==> src/rtl/mdio_mgmt_pkg.sv <==
package mdio_mgmt_pkg;
  localparam int FRAME_W       = 32;
  localparam int PRE_W         = 32;
  localparam int TOTAL_W       = FRAME_W + PRE_W;
  localparam int BIT_W         = $clog2(TOTAL_W);
  localparam int F_TURN        = 14;
  localparam int F_DATA        = 16;
  localparam int CTL_NOPRE_BIT = 8;
  localparam logic [1:0] OP_READ = 2'b10;

  typedef enum logic {
    SEL_DATA = 1'b0,
    SEL_CTL  = 1'b1
  } reg_sel_e;
endpackage

==> src/rtl/mdio_mgmt_clkdiv.sv <==
module mdio_mgmt_clkdiv #(
  parameter int SPEED_W = 6
) (
  input  logic               clk,
  input  logic               rst_n,
  input  logic               start,
  input  logic               run,
  input  logic [SPEED_W-1:0] div,
  output logic               mdc,
  output logic               rise_tick,
  output logic               fall_tick
);
  localparam logic [SPEED_W-1:0] ONE = SPEED_W'(1);

  logic [SPEED_W-1:0] div_q;
  logic [SPEED_W-1:0] cnt_q;
  logic               phase_q;
  logic               wrap;

  assign wrap = (cnt_q == (div_q - ONE));

  always_ff @(posedge clk) begin
    if (!rst_n) begin
      div_q   <= '0;
      cnt_q   <= '0;
      phase_q <= 1'b0;
    end else if (start) begin
      div_q   <= div;
      cnt_q   <= '0;
      phase_q <= 1'b0;
    end else if (run) begin
      if (wrap) begin
        cnt_q   <= '0;
        phase_q <= ~phase_q;
      end else begin
        cnt_q <= cnt_q + ONE;
      end
    end
  end

  assign mdc       = run & phase_q;
  assign rise_tick = run & ~phase_q & wrap;
  assign fall_tick = run &  phase_q & wrap;
endmodule

==> src/rtl/mdio_mgmt_shifter.sv <==
module mdio_mgmt_shifter
  import mdio_mgmt_pkg::*;
(
  input  logic               clk,
  input  logic               rst_n,
  input  logic               load,
  input  logic [FRAME_W-1:0] load_val,
  input  logic               start,
  input  logic               skip_pre,
  input  logic               rise_tick,
  input  logic               fall_tick,
  input  logic               active,
  input  logic               mdio_i,
  output logic [FRAME_W-1:0] word,
  output logic               mdio_o,
  output logic               mdio_oe,
  output logic               last
);
  localparam logic [BIT_W-1:0] PRE_L  = BIT_W'(PRE_W);
  localparam logic [BIT_W-1:0] LAST_L = BIT_W'(TOTAL_W - 1);
  localparam logic [BIT_W-1:0] TURN_L = BIT_W'(PRE_W + F_TURN);
  localparam logic [BIT_W-1:0] DATA_L = BIT_W'(PRE_W + F_DATA);
  localparam logic [BIT_W-1:0] STEP   = BIT_W'(1);

  logic [FRAME_W-1:0] word_q;
  logic [BIT_W-1:0]   bit_q;
  logic               rd_q;
  logic               smp_q;

  always_ff @(posedge clk) begin
    if (!rst_n) begin
      word_q <= '0;
      bit_q  <= '0;
      rd_q   <= 1'b0;
      smp_q  <= 1'b0;
    end else begin
      if (load) word_q <= load_val;
      if (start) begin
        bit_q <= skip_pre ? PRE_L : '0;
        rd_q  <= (word_q[FRAME_W-3:FRAME_W-4] == OP_READ);
        smp_q <= 1'b0;
      end
      if (rise_tick) smp_q <= (rd_q && (bit_q >= DATA_L)) ? mdio_i : 1'b0;
      if (fall_tick) begin
        bit_q <= bit_q + STEP;
        if (bit_q >= PRE_L) word_q <= {word_q[FRAME_W-2:0], smp_q};
      end
    end
  end

  assign word    = word_q;
  assign mdio_o  = active & ((bit_q < PRE_L) | word_q[FRAME_W-1]);
  assign mdio_oe = active & ~(rd_q & (bit_q >= TURN_L));
  assign last    = fall_tick & (bit_q == LAST_L);
endmodule

==> src/rtl/mdio_mgmt_ctrl.sv <==
module mdio_mgmt_ctrl
  import mdio_mgmt_pkg::*;
#(
  parameter int SPEED_W = 6
) (
  input  logic        clk,
  input  logic        rst_n,
  input  logic        wr_en,
  input  logic        wr_sel,
  input  logic [31:0] wr_data,
  output logic [31:0] rd_data,
  output logic        busy,
  output logic        done,
  output logic        mdc,
  output logic        mdio_o,
  output logic        mdio_oe,
  input  logic        mdio_i
);
  logic [SPEED_W-1:0] speed_q;
  logic               nopre_q;
  logic               pending_q;
  logic               active_q;
  logic               done_q;
  logic               data_wr;
  logic               ctl_wr;
  logic               start;
  logic               rise_tick;
  logic               fall_tick;
  logic               last;

  assign data_wr = wr_en & (wr_sel == SEL_DATA) & ~active_q;
  assign ctl_wr  = wr_en & (wr_sel == SEL_CTL);
  assign start   = pending_q & ~active_q & (speed_q != '0) & ~data_wr;

  always_ff @(posedge clk) begin
    if (!rst_n) begin
      speed_q   <= '0;
      nopre_q   <= 1'b0;
      pending_q <= 1'b0;
      active_q  <= 1'b0;
      done_q    <= 1'b0;
    end else begin
      if (ctl_wr) begin
        speed_q <= wr_data[SPEED_W-1:0];
        nopre_q <= wr_data[CTL_NOPRE_BIT];
      end
      if (data_wr)    pending_q <= 1'b1;
      else if (start) pending_q <= 1'b0;
      if (start)      active_q <= 1'b1;
      else if (last)  active_q <= 1'b0;
      done_q <= last;
    end
  end

  mdio_mgmt_clkdiv #(.SPEED_W(SPEED_W)) div_i (
    .clk       (clk),
    .rst_n     (rst_n),
    .start     (start),
    .run       (active_q),
    .div       (speed_q),
    .mdc       (mdc),
    .rise_tick (rise_tick),
    .fall_tick (fall_tick)
  );

  mdio_mgmt_shifter shf_i (
    .clk       (clk),
    .rst_n     (rst_n),
    .load      (data_wr),
    .load_val  (wr_data),
    .start     (start),
    .skip_pre  (nopre_q),
    .rise_tick (rise_tick),
    .fall_tick (fall_tick),
    .active    (active_q),
    .mdio_i    (mdio_i),
    .word      (rd_data),
    .mdio_o    (mdio_o),
    .mdio_oe   (mdio_oe),
    .last      (last)
  );

  assign busy = active_q;
  assign done = done_q;
endmodule

==> config.mk <==
export PLATFORM = sky130hd
export DESIGN_NAME = mdio_mgmt_ctrl
export DESIGN_NICKNAME = d
export VERILOG_FILES = /design/src/rtl/mdio_mgmt_pkg.sv /design/src/rtl/mdio_mgmt_clkdiv.sv /design/src/rtl/mdio_mgmt_shifter.sv /design/src/rtl/mdio_mgmt_ctrl.sv
export SDC_FILE = /design/constraint.sdc
export NUM_CORES = 1
export LEC_CHECK = 0
export ABC_CLOCK_PERIOD_IN_PS = 3600
export BUFFER_PORTS_ARGS = -buffer_cell sky130_fd_sc_hd__buf_2
export CAP_MARGIN = 20
export CORE_MARGIN = 2
export CORE_UTILIZATION = 54
export DETAILED_ROUTE_END_ITERATION = 7
export GPL_TIMING_DRIVEN = 0
export PLACE_DENSITY = 0.84
export SLEW_MARGIN = 0
export SYNTH_ARGS = -nofsm -noshare
export SYNTH_HDL_FRONTEND = slang
export SYNTH_SLANG_ARGS = --single-unit
==> constraint.sdc <==
create_clock -name clk -period 3.6 [get_ports clk]
set_clock_uncertainty 0.05 [all_clocks]
set_input_delay 0.18 -clock clk [delete_from_list [all_inputs] [get_ports clk]]
set_output_delay 0.18 -clock clk [all_outputs]
set_load 0.02 [all_outputs]
* Word-level counts from Yosys, hierarchy flattened
Index checks and enable logic that the tools add are counted.
** Cells by class
- Bitwise logic cells :: 21
- Eq/ne operators :: 3
- Add/sub/neg operators :: 3
- Div/mod/pow operators :: 0
- Mux-type cells :: 13
- Multipliers :: 0
- Reductions and logical operators :: 8
- Shifts and indexed selects :: 0
- $lt $le $gt $ge :: 4
** Operator list (count)
- 32-bit 2-to-1 mux :: 3
- 6-bit 2-to-1 mux :: 4
- 6-bit >= comparator, second input constant :: 3
- 1-bit bitwise AND :: 14
- 6-bit by 1-bit adder with 6-bit output, second input constant :: 2
- 2-bit nonzero test :: 4
- 6-bit equality test :: 1
- 6-bit equality test, second input constant :: 1
- 6-bit < comparator, second input constant :: 1
- 1-bit 2-to-1 mux :: 6
- 1-bit inverter :: 6
- 6-bit nonzero test :: 1
- 6-bit by 1-bit subtractor with 6-bit output, second input constant :: 1
- 2-bit equality test, second input constant :: 1
- 2-bit AND reduction :: 1
- 2-bit OR reduction :: 1
- 1-bit logical AND :: 1
- 1-bit OR :: 1
** Word-level totals
- Memories :: 0
- Bits in registers :: 63
- RAM bits :: 0
- Output and inout bits :: 37
- Bits in latches :: 0
- ROM bits :: 0
- Input port bits :: 37
- Word-level logic and storage cells :: 64

* Logic depth before layout (Yosys ltp)
- Depth in word-level cells :: 7
- Mapped depth :: 9
- Mapped depth without buffers :: 7

* Cells and area by module
Synthesis repeated with hierarchy kept, for this count alone.
** Second synthesis, totals
- Cell total of the unflattened synthesis :: 329
- Area, all modules :: 3014.1 um^2
** Modules (own cells, without submodules)
- mdio_mgmt_shifter :: times used 1, cells each 198, sequential area each 800.8 um^2, area each 1826.8 um^2
- mdio_mgmt_clkdiv :: times used 1, cells each 82, sequential area each 260.2 um^2, area each 752.0 um^2
- mdio_mgmt_ctrl :: times used 1, cells each 49, sequential area each 200.2 um^2, area each 435.4 um^2

* Worst setup path after synthesis
Ideal clock, no wire load.
- Path kind :: register -> register
- Start :: reg div_i.div_q[0]
- End :: reg shf_i.word_q[17] (netlist: shf_i.word[17])
- Stages on the path, launching flop included :: 9
- Data arrival time :: 1.914 ns
- Setup time :: 0.122 ns
- Period minus slack after synthesis :: 2.085 ns
- Slack :: 1.515 ns
- Path buffers :: 1
- Required time :: 3.428 ns
- Cell sequence :: dfxtp_1 > inv_1 > ha_1 > xnor2_1 > and4bb_4 > o211a_4 > nand2_2 > buf_2 > o311a_1
** On the way
- Word-level cells in the longest chain between the ends :: 4
** Ends and longest elaborated chain
- from (decl) :: line mdio_mgmt_clkdiv.sv:15 : logic [SPEED_W-1:0] div_q;
- from (signal assigned) :: line mdio_mgmt_clkdiv.sv:28 : div_q <= div;
- 6-bit by 1-bit subtractor with 6-bit output :: line mdio_mgmt_clkdiv.sv:20 : assign wrap = (cnt_q == (div_q - ONE));
- 6-bit equality test :: line mdio_mgmt_clkdiv.sv:20
- 1-bit bitwise AND :: line mdio_mgmt_clkdiv.sv:43 : assign fall_tick = run & phase_q & wrap;
- 32-bit 2-to-1 mux :: line mdio_mgmt_shifter.sv:44 : if (fall_tick) begin
- to (signal assigned) :: line mdio_mgmt_shifter.sv:37 : if (load) word_q <= load_val;
- to (signal assigned) :: line mdio_mgmt_shifter.sv:46 : if (bit_q >= PRE_L) word_q <= {word_q[FRAME_W-2:0], smp_q};
- to (decl) :: line mdio_mgmt_shifter.sv:25 : logic [FRAME_W-1:0] word_q;
No other way between the ends.
A chain may end at the register's enable or synchronous reset.

* Worst setup path after layout
- Start :: reg div_i.div_q[0]
- End :: reg shf_i.word_q[1] (netlist: shf_i.word[1])
Same word-level chain as after synthesis.

==> impl_metrics.json <==
{
  "outcome": "finished, final reports clean",
  "yosysWarnings": 0,
  "timing.hold.ws_ps": 49.4,
  "drive_gt1_share_pct": 25.6,
  "timing_worst_setup_path_type": "reg -> reg",
  "synth_cells": 343,
  "gp_congestion": 0.807,
  "netlist.area_leader.share_pct": 39.1,
  "worstPathRequired_ps": 3770,
  "worstPathArrival_ps": 2620,
  "grt_start_max_net_pins": 11,
  "yosysSeqAreaShare_pct": 39.1,
  "syn_area_um2": 3220,
  "critPathMaxFanout": 10,
  "synth_most_common_cell": "dfxtp_1",
  "yosys.area.top_type": "dfxtp_1",
  "ff2ff_setup_slack_ps": 1150,
  "synthTopCellsByArea": "dfxtp_1 (39%), mux2i_1 (9.9%), o311a_1 (9.9%), o31ai_1 (7.7%), nand2_1 (3.4%)",
  "wl_mm": 8.31,
  "clockBufferDepth": 2,
  "synth_edf_count": 0,
  "cts_resized": 0,
  "synthArstFlopShare_pct": 0,
  "synthAdderAreaFrac_pct": 1.55,
  "holdCritStartpoint": "mdio_i",
  "final.setup.tns_ps": 0,
  "startpoint_type": "flip-flop",
  "grt_pass1_vias": 2901,
  "slew-limit-headroom_pct": 69.2,
  "coreArea_um2": 5850,
  "muxShareOfSynthArea_pct": 9.94,
  "grt_overflow_total": 0,
  "dp_hpwl_mm": 6.01,
  "track_usage_pct": 26.3,
  "drv_slew": 0,
  "synth.distinct_cells": 53,
  "postCtsHoldBufs": 0,
  "synthFlopType": "dfxtp_1",
  "fmax_mhz": 407,
  "rsz0062_at_grt": "no",
  "initial_utilization_pct": 55.1,
  "min_period_over_period_pct": 68.2,
  "fillCellCount": 486,
  "postCtsSetupBuffers": 0,
  "setup_viol": 0,
  "final_nets": 466,
  "multi_input_area_um2": 1790,
  "fin_cells": 505,
  "rows": 28,
  "maxCapViolations": 0,
  "p_leak_uw": 0.00159,
  "ant_nets": 0,
  "root_buffer": "clkbuf_8",
  "synth-seq-cells": 63,
  "clkTransAtPathRegs_ps": 70,
  "seq_area_um2": 1260,
  "tritoncts": "yes",
  "htree_levels": 3,
  "diodes": 0,
  "dieWidth_um": 81.3,
  "via_per_inst": 6.16,
  "drc": 0,
  "synth_common_cells": "dfxtp_1 (63), o31ai_1 (33), mux2i_1 (32), o311a_1 (32), nand2_1 (29)",
  "vdd_drop_max_mv": 0.239,
  "grt_pass1_wl_mm": 13.5,
  "routedWlPerCell_um": 16.5,
  "insertion_delay_ps": 340,
  "cts_buffers": 9,
  "synthToLayoutAreaGrowth_pct": 20.9,
  "cts.sink_count": 63,
  "synth_top_family_by_area": "compound AO/OA/AOI/OAI gates",
  "synth.avg_cell_area_um2": 9.40,
  "grt_antenna_before_repair": 0,
  "drt_iter0_drc": 244,
  "synthXorXnorAreaFrac_pct": 3.49,
  "finalHoldViolations": 0,
  "reg2reg_from": "div_i.div_q[0]",
  "power_uw": 1640,
  "syn-num-nets": 384,
  "ios": 74,
  "hp-class": "in -> reg",
  "synth-simple-area-share_pct": 12.1,
  "die_h_um": 81.3,
  "min_period_ps": 2450,
  "worst_pin_slew_ps": 463,
  "p_per_area_nw_per_um2": 422,
  "port_buffers": 71,
  "worstSetupStartpoint": "div_i.div_q[0]",
  "die_area_um2": 6600,
  "end_kind": "flip-flop",
  "place_inst": 489,
  "drt-pass1-iter-count": 8,
  "vias": 3112,
  "synth_compound_area_share_pct": 28.4
}
-- placed cells by master, fill, tap and decap left out, drive strengths merged, types with 2 or more instances in the layout --
cell | Yosys | layout
buf | 14 | 85
dfxtp | 63 | 63
o31ai | 33 | 33
mux2i | 32 | 32
o311a | 32 | 32
nand2 | 30 | 30
clkbuf | 17 | 30
a21oi | 19 | 19
nor2 | 15 | 15
nand3 | 13 | 13
inv | 7 | 7
xor2 | 6 | 6
xnor2 | 6 | 6
o21ai | 6 | 6
o211ai | 5 | 5
a31oi | 4 | 4
nor3 | 4 | 4
ha | 4 | 4
nor2b | 3 | 3
nor3b | 2 | 2
or4 | 2 | 2
o2111ai | 2 | 2
nand4 | 2 | 2
bufinv | 0 | 2
and2 | 2 | 2
and3 | 2 | 2
o211a | 2 | 2
a32oi | 2 | 2
clkinv | 1 | 2
-- per-layer routing --
layer  up-vias  global-route usage [%]  part of all wire, %
met5         -                       0                    0
met4         0                    11.5                  2.2
met3        24                    6.11                  6.8
met2       113                    41.3                   48
met1      1482                    34.4                   43
li1       1493                       -                    -
-- flip-flops by register name, summed over array words and instances (netlist names) --
name,count
shf_i.smp_q,1
nopre_q,1
speed_q,6
shf_i.bit_q,6
shf_i.word,32
shf_i.rd_q,1
div_i.phase_q,1
div_i.div_q,6
busy,1
pending_q,1
done,1
div_i.cnt_q,6
-- worst max-delay path: stages (launching register included) --
cell and delay (ps):
dfxtp_1 420, inv_1 70, ha_1 240, and2_4 180
a211o_1 310, a32oi_2 340, clkbuf_1 420, o31ai_1 150
o311a_1 150
-- final timing paths --
kind,endpoint,cells past startpoint
setup / recovery,shf_i.word[1],8
hold / removal,shf_i.smp_q,3
setup reg to reg,shf_i.word[1],8
hold reg to reg,div_i.div_q[0],2
-- power by group --
| part | switching, uW | internal (uW) | total (uW) |
|---|---|---|---|
| Clock | 273 | 428 | 700 |
| Combinational | 114 | 86.5 | 201 |
| Sequential | 20.8 | 723 | 743 |
-- kinds of logic (layout without fill, tap and decap cells) --
family / Yosys count / in the layout
DFF: 63 / 63
and+or+nand+nor: 80 / 80
AOI/OAI and AO/OA: 113 / 113
xor gates and xnor gates: 12 / 12
adders and majority gates: 4 / 4
muxes: 32 / 32
buffers and inverters: 39 / 126
-- through the flow --
stage	cell area [um^2]	setup WS (ps)	util (%)
after floorplan	3220	1510	-
after global placement	3670	1250	62.8
after detailed placement	3670	1200	62.8
after CTS	3900	1170	66.6
after global routing	3900	1020	66.6
final	3900	1150	66.6
-- layout make-up --
cell class                 count  share of cell area (%)
tap                           75                    2.41
clock inverter                 3                    1.67
sequential                    63                    32.4
inverter                       8                   0.771
buffer                        31                    3.73
multi-input combinational    241                    45.9
clock buffer                  13                    4.08
timing repair buffer          71                    9.12
(Power assumes the default switching activity.)
